$ cat src/rtl/tlb_pkg.sv
package tlb_pkg;
  localparam int unsigned PAGE_OFS_W = 12;

  typedef struct packed {
    logic ref_b;
    logic dirty_b;
  } tlb_stat_t;
endpackage

$ cat src/rtl/tlb_cam.sv
module tlb_cam #(
  parameter int unsigned N     = 16,
  parameter int unsigned VPN_W = 20
) (
  input  logic [N-1:0]     ent_valid,
  input  logic [VPN_W-1:0] ent_vpn [N],
  input  logic [VPN_W-1:0] key_lk,
  input  logic [VPN_W-1:0] key_fill,
  output logic [N-1:0]     match_lk,
  output logic [N-1:0]     match_fill
);
  // one comparator pair per entry
  for (genvar g = 0; g < N; g++) begin : g_cmp
    assign match_lk[g]   = ent_valid[g] && (ent_vpn[g] == key_lk);
    assign match_fill[g] = ent_valid[g] && (ent_vpn[g] == key_fill);
  end
endmodule

$ cat src/rtl/tlb_lru.sv
module tlb_lru #(
  parameter int unsigned N     = 16,
  parameter int unsigned IDX_W = $clog2(N)
) (
  input  logic             clk,
  input  logic             rst_n,
  input  logic             touch_en,
  input  logic [IDX_W-1:0] touch_idx,
  output logic [IDX_W-1:0] oldest_idx
);
  localparam logic [IDX_W-1:0] AGE_MAX = IDX_W'(N - 1);

  logic [IDX_W-1:0] age_q [N];
  logic [IDX_W-1:0] age_n [N];
  logic [IDX_W-1:0] touched_age;

  always_comb begin
    touched_age = age_q[touch_idx];
    for (int j = 0; j < N; j++) begin
      age_n[j] = age_q[j];
      if (touch_en) begin
        if (IDX_W'(j) == touch_idx) begin
          age_n[j] = '0;
        end else if (age_q[j] < touched_age) begin
          age_n[j] = age_q[j] + 1'b1;
        end
      end
    end
  end

  always_comb begin
    oldest_idx = '0;
    for (int j = 0; j < N; j++) begin
      if (age_q[j] == AGE_MAX) oldest_idx = IDX_W'(j);
    end
  end

  // ages start as a permutation and every touch keeps them one
  always_ff @(posedge clk or negedge rst_n) begin
    if (!rst_n) begin
      for (int j = 0; j < N; j++) age_q[j] <= IDX_W'(j);
    end else if (touch_en) begin
      for (int j = 0; j < N; j++) age_q[j] <= age_n[j];
    end
  end
endmodule

$ cat src/rtl/tlb_victim.sv
module tlb_victim #(
  parameter int unsigned N     = 16,
  parameter int unsigned IDX_W = $clog2(N)
) (
  input  logic [N-1:0]     ent_valid,
  input  logic [N-1:0]     match_fill,
  input  logic [IDX_W-1:0] oldest_idx,
  output logic [IDX_W-1:0] victim_idx
);
  logic [IDX_W-1:0] dup_idx;
  logic [IDX_W-1:0] free_idx;
  logic             any_dup;
  logic             any_free;

  always_comb begin
    dup_idx  = '0;
    free_idx = '0;
    for (int j = 0; j < N; j++) begin
      if (match_fill[j]) dup_idx = dup_idx | IDX_W'(j);
    end
    for (int j = N - 1; j >= 0; j--) begin
      if (!ent_valid[j]) free_idx = IDX_W'(j);
    end
    any_dup  = |match_fill;
    any_free = ~&ent_valid;
  end

  always_comb begin
    if (any_dup)       victim_idx = dup_idx;
    else if (any_free) victim_idx = free_idx;
    else               victim_idx = oldest_idx;
  end
endmodule

$ cat src/rtl/tlb_fa.sv
module tlb_fa #(
  parameter int unsigned N    = 16,
  parameter int unsigned VA_W = 32,
  parameter int unsigned PA_W = 32
) (
  input  logic                 clk,
  input  logic                 rst_n,
  input  logic                 lk_valid,
  input  logic [VA_W-1:0]      lk_vaddr,
  input  logic                 lk_write,
  output logic                 lk_hit,
  output logic                 lk_miss,
  output logic [PA_W-1:0]      lk_paddr,
  output logic                 lk_ref,
  output logic                 lk_dirty,
  input  logic                 fill_valid,
  input  logic [VA_W-13:0]     fill_vpn,
  input  logic [PA_W-13:0]     fill_ppn,
  input  logic                 fill_ref,
  input  logic                 fill_dirty,
  input  logic                 ref_clear
);
  import tlb_pkg::*;

  localparam int unsigned OFS_W = PAGE_OFS_W;
  localparam int unsigned VPN_W = VA_W - OFS_W;
  localparam int unsigned PPN_W = PA_W - OFS_W;
  localparam int unsigned IDX_W = $clog2(N);

  logic [N-1:0]     valid_q, valid_n;
  logic [N-1:0]     ref_q, ref_n;
  logic [N-1:0]     dirty_q, dirty_n;
  logic [VPN_W-1:0] vpn_q [N];
  logic [PPN_W-1:0] ppn_q [N];

  logic [N-1:0]     match_lk, match_fill;
  logic [IDX_W-1:0] hit_idx, oldest_idx, victim_idx, touch_idx;
  logic             touch_en;
  logic             any_match;
  logic [PPN_W-1:0] hit_ppn;
  tlb_stat_t        hit_stat;

  tlb_cam #(.N(N), .VPN_W(VPN_W)) cam_i (
    .ent_valid (valid_q),
    .ent_vpn   (vpn_q),
    .key_lk    (lk_vaddr[VA_W-1:OFS_W]),
    .key_fill  (fill_vpn),
    .match_lk  (match_lk),
    .match_fill(match_fill)
  );

  tlb_victim #(.N(N), .IDX_W(IDX_W)) victim_i (
    .ent_valid (valid_q),
    .match_fill(match_fill),
    .oldest_idx(oldest_idx),
    .victim_idx(victim_idx)
  );

  tlb_lru #(.N(N), .IDX_W(IDX_W)) lru_i (
    .clk       (clk),
    .rst_n     (rst_n),
    .touch_en  (touch_en),
    .touch_idx (touch_idx),
    .oldest_idx(oldest_idx)
  );

  // result selection: match vector is one-hot, so OR-combine
  always_comb begin
    hit_idx  = '0;
    hit_ppn  = '0;
    hit_stat = '0;
    for (int j = 0; j < N; j++) begin
      if (match_lk[j]) begin
        hit_idx          = hit_idx | IDX_W'(j);
        hit_ppn          = hit_ppn | ppn_q[j];
        hit_stat.ref_b   = hit_stat.ref_b | ref_q[j];
        hit_stat.dirty_b = hit_stat.dirty_b | dirty_q[j];
      end
    end
    any_match = |match_lk;
  end

  assign lk_hit   = lk_valid && any_match;
  assign lk_miss  = lk_valid && !any_match;
  assign lk_paddr = lk_hit ? {hit_ppn, lk_vaddr[OFS_W-1:0]} : '0;
  assign lk_ref   = lk_hit && hit_stat.ref_b;
  assign lk_dirty = lk_hit && hit_stat.dirty_b;

  // recency update: a fill wins over a concurrent lookup
  always_comb begin
    touch_en  = fill_valid || lk_hit;
    touch_idx = fill_valid ? victim_idx : hit_idx;
  end

  // status next state
  always_comb begin
    valid_n = valid_q;
    ref_n   = ref_clear ? '0 : ref_q;
    dirty_n = dirty_q;
    if (fill_valid) begin
      valid_n[victim_idx] = 1'b1;
      ref_n[victim_idx]   = fill_ref;
      dirty_n[victim_idx] = fill_dirty;
    end else if (lk_hit) begin
      ref_n[hit_idx]   = 1'b1;
      dirty_n[hit_idx] = dirty_q[hit_idx] | lk_write;
    end
  end

  always_ff @(posedge clk or negedge rst_n) begin
    if (!rst_n) begin
      valid_q <= '0;
      ref_q   <= '0;
      dirty_q <= '0;
    end else begin
      valid_q <= valid_n;
      ref_q   <= ref_n;
      dirty_q <= dirty_n;
    end
  end

  // translation payload: no reset, written only by a fill
  for (genvar g = 0; g < N; g++) begin : g_ent
    logic wr_en;
    assign wr_en = fill_valid && (victim_idx == IDX_W'(g));
    always_ff @(posedge clk) begin
      if (wr_en) begin
        vpn_q[g] <= fill_vpn;
        ppn_q[g] <= fill_ppn;
      end
    end
  end
endmodule

$ cat config.mk
export PLATFORM = sky130hd
export DESIGN_NAME = tlb_fa
export DESIGN_NICKNAME = d
export VERILOG_FILES = /design/src/rtl/tlb_pkg.sv /design/src/rtl/tlb_cam.sv /design/src/rtl/tlb_lru.sv /design/src/rtl/tlb_victim.sv /design/src/rtl/tlb_fa.sv
export SDC_FILE = /design/constraint.sdc
export NUM_CORES = 1
export LEC_CHECK = 0
export BUFFER_PORTS_ARGS = -buffer_cell sky130_fd_sc_hd__buf_4
export CAP_MARGIN = 20
export CELL_PAD_IN_SITES_DETAIL_PLACEMENT = 0
export CELL_PAD_IN_SITES_GLOBAL_PLACEMENT = 1
export CORE_MARGIN = 2
export CORE_UTILIZATION = 57
export CTS_CLUSTER_DIAMETER = 200
export DETAILED_ROUTE_END_ITERATION = 10
export PLACE_DENSITY_LB_ADDON = 0.08
export SLEW_MARGIN = 20
export SYNTH_ARGS = -nofsm -noshare
export SYNTH_HDL_FRONTEND = slang
export SYNTH_HIERARCHICAL = 1
export SYNTH_SLANG_ARGS = --single-unit
$ cat constraint.sdc
create_clock -name clk -period 15.6 [get_ports clk]
set_input_delay 1.56 -clock clk [delete_from_list [all_inputs] [get_ports clk]]
set_output_delay 1.56 -clock clk [all_outputs]
set_load 0.02 [all_outputs]
Word-level counts from Yosys, hierarchy flattened --
Memories as Yosys holds them, arrays and structs flattened. Index checks and enable logic that the tools add are counted. Widths: inputs -> output; s select.
Storage, ports and cells: flip-flop bits (word level) 432, memory bits (writable) 320, input bits 80, output and inout bits 36, logic and storage cells 531, memories kept 1
Operators by class: $add $sub $neg 16, $lt $le $gt $ge 21, equal/unequal tests 77, muxes and demuxes 223, bitwise logic cells 49, reductions and logical operators 109
Memories:
- ppn_q | words 16, width 20, read ports 16, clocked after Yosys merged registers in 0, wr ports 1, line tlb_fa.sv:34 | logic [PPN_W-1:0] ppn_q [N];
Operators by type and width (count):
- $eq 20x20->1 | 32
- $mux 20 | 31
- $mux 4 | 92
- $or 20x20->20 | 15
- $reduce_or 20->1 | 15
- $eq 4x4->1 const B | 23
- $mux 16 | 5
- $add 4x1->4 const B | 16
- $lt 4x4->1 | 16
- $logic_and 1x1->1 | 54
- $mux 1 | 53
- $bwmux 16 | 3
- $mux 2 | 22
- $mux 3 | 12
- $reduce_bool 2->1 | 17
- $eq 4x4->1 const A | 8
- $mux 32 | 1
- $or 16x16->16 | 2
- $reduce_and 2->1 | 16
- $reduce_or 16->1 | 2
- $or 1x1->1 | 31
- $bmux 4 s4 | 1
- $eq 3x4->1 const A | 4
- $eq 4x3->1 const B | 4
- 14 further kinds | 20

Logic depth before layout (Yosys ltp) --
Gate-level depths: netlist of the first run.
depth in word-level cells 38, depth in mapped cells 25, gate-level depth less buffers 21

Hierarchy --
The synthesis of the first run kept the hierarchy.
By module, submodules not included:
- tlb_fa | times used 1, cells an instance 1170, area an instance 23687.7 um2, seq. area each 20419.6 um2
- tlb_cam | times used 1, cells an instance 944, area an instance 7721.2 um2, seq. area each 0.0 um2
- tlb_lru | times used 1, cells an instance 612, area an instance 5467.7 um2, seq. area each 1641.6 um2
- tlb_victim | times used 1, cells an instance 49, area an instance 306.5 um2, seq. area each 0.0 um2

Least setup slack after synthesis of the first run --
No wires, ideal clock.
path type input port to flip-flop, from in fill_vpn[11], to reg lru_i/age_q[7] (netlist bit), setup time 0.084 ns, data arrival time 7.105 ns, required time 15.516 ns, setup slack 8.412 ns, cell stages on the path 21, buffers on the path 4, cell sequence buf_2 buf_2 xnor2_1 nand4_1 nor4_2 or4_4 nor2_4 nand2_2 a32oi_1 inv_1 mux2i_1 buf_6 buf_1 mux4_2 mux4_2 inv_1 ha_1 a21o_1 o41a_1 or2_0 a311o_1
RTL lines:
- start: declaration | line tlb_fa.sv:17 | input logic [VA_W-13:0] fill_vpn,
- $eq 20x20->1 * | line tlb_cam.sv:15 | assign match_fill[g] = ent_valid[g] && (ent_vpn[g] == key_fill);
- $logic_and 1x1->1 * | line tlb_cam.sv:15
- net match_fill[12] | line tlb_fa.sv:36 | logic [N-1:0] match_lk, match_fill;
- $reduce_or 16->1 * | line tlb_victim.sv:24 | any_dup = |match_fill;
- $mux 4 * | line tlb_victim.sv:29 | if (any_dup) victim_idx = dup_idx;
- net victim_idx[0] | line tlb_fa.sv:37 | logic [IDX_W-1:0] hit_idx, oldest_idx, victim_idx, touch_idx;
- $mux 4 * | line tlb_fa.sv:92 | touch_idx = fill_valid ? victim_idx : hit_idx;
- net touch_idx[0] | line tlb_fa.sv:37
- $not 4->5 (not written as such) | line tlb_lru.sv:18 | touched_age = age_q[touch_idx];
- $bmux 4 s4 | line tlb_lru.sv:18
- $mux 4 (not written as such) (2 in series) | line tlb_lru.sv:18
- $lt 4x4->1 | line tlb_lru.sv:24 | end else if (age_q[j] < touched_age) begin
- $reduce_bool 2->1 (no line)
- $reduce_and 2->1 (no line)
- end: declaration | line tlb_lru.sv:13 | logic [IDX_W-1:0] age_q [N];
Mark *: on every way through the listed nets, which the timed path passes. The rest lies on a longest branch. The select of a mux whose other input is x is not followed. A chain may end at the register's enable or synchronous reset.

Final worst setup path of the first run --
from in fill_vpn[0], to reg lru_i/age_q[7] (netlist bit)
The elaborated chain is that of the path after synthesis.

==> impl_metrics.csv, run 1 <==
group,metric,value,unit
synth,ys_seq_elements,752,
place,io_buffers,115,
place,hpwl,62570,um
clocking,cts_resized,0,
grt,grt_overflow_total,0,
setup_path,cp_num_buf_inv,4,
setup_path,ff2ff_setup_slack,8640,ps
final_layout,syn2layout_area_growth,11.77,%
power,p_leak,14.05,nW
setup_path,endpoint_kind,"register",
synth,synth_flop_cell,"edfxtp_1",
final_layout,final_nets,3016,
die,num_io_pins,116,
die,die_h,259.4,um
die,dieArea,67290,um2
grt,grt_pass1_wl,162700,um
setup_path,crit_family,"simple AND/OR/NAND/NOR gates",
setup_path,arrival,8370,ps
clocking,clock_latency,670,ps
setup_path,setup.worst_path.start_class,"input pin",
sta,rsz0062_at_grt,"false",
synth,synth_top_area_share,51.69,%
clocking,clock-sinks,752,
clocking,cts_tree,"built",
final_layout,final_common_cell,"edfxtp_1",
clocking,cts_setup_buffers,0,
route,ant_nets,0,
setup_path,cp_max_fo,32,
route,wirelength,110100,um
route,firstDrtPassIters,6,
synth,synth_seq_area_share,59.33,%
route,drt-initial-drc-count,3178,
clocking,cts_buffer_depth,3,
synth,async_reset_ff_share,14.89,%
outcome,status,"finished, final reports clean",
clocking,cts.htree.levels,3,
setup_path,cp.required,16130,ps
sta,slew_headroom,38.81,%
route,via_per_inst,6.572,
synth,netlist_instances,2775,
synth,synthTopCellsByArea,"edfxtp_1 52%, xnor2_1 9.0%, xor2_1 6.0%",
clocking,holdBufCountCts,0,
grt,grt_max_degree,80,
route,drc,0,
clocking,cts_buffers,81,
sta,worstMarginPinSlew,905.9,ps
die,rows,93,
final_layout,drive_gt1_share,14.19,%
die,die_x,259.4,um
setup_path,worst_path_max_delay_cell,"nor4_1",
synth,synth_area_per_cell,13.40,um2
power,ir_drop,0.1254,mV
synth,yosys.area.top_type,"edfxtp_1",
sta,period_minus_slack,7845,ps
route,avgRoutedWirePerCell,29.01,um
die,start_util,57.68,%
sta,final-setup-viol-count,0,
clocking,clockRootBuffer,"clkbuf_16",
synth,yosys_warnings,6,
route,vias,24946,
sta,skew,68.64,ps
setup_path,worst-setup-path-type,"input pin to register",
synth,synth-edff-count,640,
clocking,clk_pin_slew,50,ps
min_path,hold_class,"register to register",
die,coreArea,64460,um2
grt,antenna_found_initial,2,
place,place.gp.congestion,0.8896,
setup_path,critical_path.cell_chain,"buf_4 > xor2_1 > nor4_1 > nand4_1 > nor4_1 > or4_4 > nor2_2 > nand2_2 > a21oi_1 > a32oi_1 > inv_1 > mux2i_4 > buf_4 > mux4_2 > mux4_2 > inv_1 > ha_1 > a21o_1 > nor3_1 > nor2_1 > o41a_1 > or2_0 > a311o_1",
sta,whs,503.4,ps
synth,synthDistinctLibCells,72,
final_layout,mostFrequentLayoutCells,"640 x edfxtp_1, 384 x xnor2_1, 256 x xor2_1, 157 x buf_4, 153 x nand2_1",
sta,final.setup.tns,0,ps
power,finalPower,0.007553,W
sta,hold_viol_final,0,
synth,syn-num-nets,2919,
grt,grt_pass1_vias,24922,
sta,finalCritPeriodShare,50.29,%
job,cap_violations,0,
sta,drv_slew,0,
grt,grt_use_total,32.93,%
sta,max_freq,127.5,MHz
power,cellPowerDensity,181.7,nW/um2
synth,synth_area,37180,um2
setup_path,max_stage_delay,750,ps
stage by stage:
| step | worst slack (ps) | instance area [um2] | instances | util [%] |
|---|---|---|---|---|
| after floorplan | 8412 | 37180 | 2775 | - |
| after global placement | 7436 | 38830 | 3644 | 60.23 |
| after detailed placement | 7302 | 38830 | 3644 | 60.23 |
| after CTS | 7951 | 41550 | 3793 | 64.45 |
| after global routing | 7350 | 41560 | 3794 | 64.46 |
| final | 7755 | 41560 | 3796 | 64.47 |
logic make-up (layout without fill, tap and decap cells):
| logic type | after synthesis | in the layout | synth area share, % |
|---|---|---|---|
| mux | 42 | 42 | 1.948 |
| xor+xnor | 640 | 640 | 15.08 |
| flops | 752 | 752 | 59.33 |
| compound gates | 400 | 400 | 8.059 |
| other cells | 0 | 3 | 0 |
| fa+ha+maj | 64 | 64 | 2.154 |
| simple gates | 707 | 707 | 10.89 |
| buf+inv | 170 | 333 | 2.547 |
state kept, by name (all words and copies together) (netlist names):
signal / flops
ppn_q: 320
dirty_q: 16
lru_i/age_q: 64
valid_q: 16
ref_q: 16
vpn_q: 320
cell usage after synthesis (7+ instances only):
library cell,count
a211o_1,15
a21oi_1,35
a221oi_1,66
a22o_1,82
a22oi_1,53
a31oi_1,27
and2_1,17
and3_1,41
buf_1,10
buf_2,53
buf_4,12
buf_6,22
clkbuf_1,45
dfrtp_1,80
dfstp_2,32
edfxtp_1,640
ha_1,64
inv_1,26
mux2_2,19
mux4_1,8
mux4_2,12
nand2_1,153
nand2b_1,14
nand3_1,73
nand4_1,105
nand4b_1,10
nor2_1,78
nor2b_1,41
nor3_1,13
nor3b_1,18
nor4_1,78
nor4_2,28
o21ai_0,66
o21ai_1,7
o311ai_0,7
or2_2,15
xnor2_1,384
xor2_1,256
cell type report:
type / instances / area, um2
antenna: 3 / 7.507
clock buffer: 106 / 2162
clock inverter: 43 / 558.0
fill: 4750 / 22900
inverter: 26 / 97.59
multi-input combinational: 1853 / 14420
sequential: 752 / 22060
tap: 855 / 1070
timing repair buffer: 158 / 1190
final timing paths:
path                                        startpoint                     endpoint  depth (start not counted)
setup / recovery                           fill_vpn[0]   lru_i/age_q[7]$_DFFE_PN1P_                         23
hold / removal             lru_i/age_q[23]$_DFFE_PN1P_  lru_i/age_q[23]$_DFFE_PN1P_                          2
setup reg to reg                  vpn_q[316]$_DFFE_PP_   lru_i/age_q[7]$_DFFE_PN1P_                         22
hold reg to reg            lru_i/age_q[23]$_DFFE_PN1P_  lru_i/age_q[23]$_DFFE_PN1P_                          2
max in group asynchronous                        rst_n  lru_i/age_q[43]$_DFFE_PN0P_                          2
min in group asynchronous                        rst_n  lru_i/age_q[18]$_DFFE_PN0P_                          1
worst min-delay path: cells and delay by family (launching register included):
family           cells  cell delay [ps]
flip-flops           1              390
AND/OR/NAND/NOR      2              120
where the power goes:
part	leakage, nW	switching [W]	total [W]	internal, W
sequential	7.10	0.000374	0.00317	0.00280
combinational	5.65	0.00152	0.00244	0.000919
clock	1.30	0.000831	0.00194	0.00111
per-layer routing:
metal	global-route usage [%]	routed length, um
met5	0	0
met4	10.20	3209
met3	5.829	10480
met2	51.54	51200
met1	47.21	45230
Note: power is estimated with default switching activity, not from simulation.
==> run 2, diff against run 1 <==
ABC_AREA = 1   (was unset)
CORE_UTILIZATION = 48   (was 57)
clock period = 8.03 ns   (was 15.6 ns; I/O delays follow)
==> run 2 against run 1 <==
  * Clock-buffer cell count up 5
  * Clock power rose by 95%
  * Design area is 9.2% higher
  * Largest power group unchanged
  * Sequential power increased by 95%
  * Global-route usage up 2.4 points
  * Sequential share of layout area fell by 4.5 points
  * Synthesized area grew 9.6%
  * Non-clock buffer count up 21
  * Power is 100% higher
  * Critical endpoint is now lk_paddr[21]
  * Via count increased by 40%
==> impl_metrics.csv, run 2 <==
group,metric,value,unit
final_layout,fin_util,54.13,%
final_layout,mostFrequentLayoutCells,"2135 x nand2_1, 640 x edfxtp_1, 557 x nor2_1, 478 x inv_1, 180 x nand3_1",
route,vias,34967,
route,drc,0,
place,place.gp.congestion,0.9505,
sta,skew,76.12,ps
clocking,cts_tree,"built",
clocking,holdBufCountCts,0,
clocking,cts_buffer_depth,3,
synth,synthTopCellsByArea,"edfxtp_1 47%, nand2_1 20%, nor2_1 5.3%",
synth,yosys_warnings,6,
sta,final-setup-viol-count,0,
synth,synthTopCellsByCount,"2136 x nand2_1, 640 x edfxtp_1, 573 x nor2_1",
sta,finalCritPeriodShare,80.99,%
route,avgRoutedWirePerCell,24.74,um
power,cellPowerDensity,333.8,nW/um2
setup_path,arrival,5700,ps
clocking,clock-sinks,752,
outcome,status,"finished, final reports clean",
grt,antenna_found_initial,5,
synth,netlist_instances,4968,
grt,grt_max_degree,68,
sta,period_minus_slack,6504,ps
clocking,cts_setup_buffers,0,
die,die_h,295.4,um
setup_path,setup.worst_path.start_class,"input pin",
synth,syn-num-nets,5112,
setup_path,cp.required,7230,ps
clocking,clk_pin_slew,50,ps
clocking,cts.htree.levels,3,
setup_path,worst-setup-path-type,"input pin to output port",
sta,final.setup.tns,0,ps
clocking,clock_latency,700,ps
sta,fin_ws,1526,ps
synth,synth-edff-count,640,
route,via_per_inst,5.580,
setup_path,cp_max_fo,35,
place,hpwl,95380,um
final_layout,syn2layout_area_growth,11.32,%
route,ant_nets,0,
sta,slew_headroom,22.34,%
synth,synth.most_common_cell,"nand2_1",
final_layout,final_nets,5210,
grt,grt_pass1_wl,222400,um
place,post-place-ws,1206,ps
route,drt-initial-drc-count,4287,
synth,ys_seq_elements,752,
die,start_util,48.63,%
clocking,cts_resized,0,
final_layout,final_common_cell,"nand2_1",
sta,hold_viol_final,0,
synth,synth_top_area_share,47.15,%
clocking,clockRootBuffer,"clkbuf_16",
setup_path,endpoint_kind,"output port",
die,die_x,295.4,um
route,wirelength,155000,um
synth,synth_area_per_cell,8.205,um2
die,num_io_pins,116,
sta,rsz0062_at_grt,"false",
grt,grt_pass1_vias,32472,
grt,grt_use_total,35.32,%
sta,drv_slew,0,
place,io_buffers,115,
min_path,hold_class,"input pin to asynchronous set/reset pin",
final_layout,drive_gt1_share,9.024,%
route,firstDrtPassIters,6,
synth,synth_area,40760,um2
grt,grt_overflow_total,0,
job,cap_violations,0,
sta,worstMarginPinSlew,1164,ps
final_layout,reg.largest.list,"ppn_q: 320 flops, vpn_q: 320 flops, lru_i/age_q: 64 flops",
sta,max_freq,153.8,MHz
clocking,cts_buffers,85,
synth,synth_flop_cell,"edfxtp_1",
die,dieArea,87270,um2
synth,synth_seq_area_share,54.12,%
synth,yosys.area.top_type,"edfxtp_1",
synth,synthDistinctLibCells,45,
die,coreArea,83820,um2
synth,async_reset_ff_share,14.89,%
die,rows,106,
power,p_leak,20.61,nW
power,ir_drop,0.2671,mV
==> run 2: changes by cell type in the layout (fill, tap and decap cells not counted), moves of 107 or more <==
cell and delta:
nor2_1 +489, xor2_1 -221, inv_1 +455, nand3_1 +107
xnor2_1 -351, nand2_1 +1982
==> run 2: critical path, stage by stage <==
cell and delay, ps:
buf_4 250, inv_1 900, nand2_1 100, nand2_1 150, nand3_1 80, nor2_1 200, nand2_1 140, nor2_4 260
buf_4 500, nor2_1 100, nand2_1 280, nor2_2 100, nor2_4 420, inv_2 530, a41oi_1 590, buf_4 230
==> run 2: layout make-up <==
class / count / area [um2]
Sequential cell: 752 / 22060
Multi-Input combinational cell: 3518 / 15860
Inverter: 530 / 1989
Timing Repair Buffer: 179 / 1356
Clock buffer: 111 / 2265
Fill cell: 7849 / 38440
Tap cell: 1134 / 1419
Clock inverter: 41 / 426.7
Antenna cell: 1 / 2.502
==> run 2: path summary, 6_finish.rpt <==
| check | startpoint | end | slack, ps | depth (start not counted) |
|---|---|---|---|---|
| max in group asynchronous | rst_n | ref_q[15]$_DFF_PN0_ | 6510 | 2 |
| max | lk_vaddr[29] | lk_paddr[21] | 1530 | 16 |
| min | rst_n | lru_i/age_q[25]$_DFFE_PN0P_ | 150 | 1 |
| min reg2reg | lru_i/age_q[33]$_DFFE_PN1P_ | lru_i/age_q[33]$_DFFE_PN1P_ | 500 | 2 |
| max reg2reg | vpn_q[274]$_DFFE_PP_ | lru_i/age_q[39]$_DFFE_PN0P_ | 2320 | 26 |
| min in group clk | fill_ppn[5] | ppn_q[1][85]$_DFFE_PP_ | 390 | 1 |
==> run 2: power by group <==
group / switching, W / leakage (nW) / internal (W)
logic: 0.00358 / 12.2 / 0.00161
registers: 0.000740 / 7.13 / 0.00543
clock network: 0.00169 / 1.31 / 0.00211
total: 0.00601 / 20.6 / 0.00914
==> run 2: cell families (layout without fill, tap and decap cells) <==
kind of cell             Yosys count  in the layout  synth area share [%]
AO/OA/AOI/OAI                    414            414                 6.710
XOR/XNOR                          68             68                 1.461
adder cells (fa/ha/maj)           64             64                 1.965
buffers and inverters            698            861                 7.263
flip-flops                       752            752                 54.12
other                              0              1                     0
AND/OR/NAND/NOR                 2972           2972                 28.48
==> run 2: through the flow <==
stage	cells	power [W]	area, um2	hold slack (ps)
floorplan	4968	0.009643	40760	468.4
global placement	6113	0.01131	42680	495.2
detailed placement	6113	0.01137	42680	498.3
CTS	6265	0.01514	45370	155.7
global route	6266	0.01612	45380	184.8
finish	6266	0.01515	45380	148.3
==> run 2: routing by layer <==
| metal | wire length, um | vias to the layer above | track usage, % |
|---|---|---|---|
| li1 | - | 16248 | - |
| met1 | 62080 | 16433 | 47.94 |
| met2 | 69290 | 1872 | 55.69 |
| met3 | 15270 | 410 | 5.533 |
| met4 | 8340 | 4 | 16.60 |
| met5 | 31 | - | 0 |
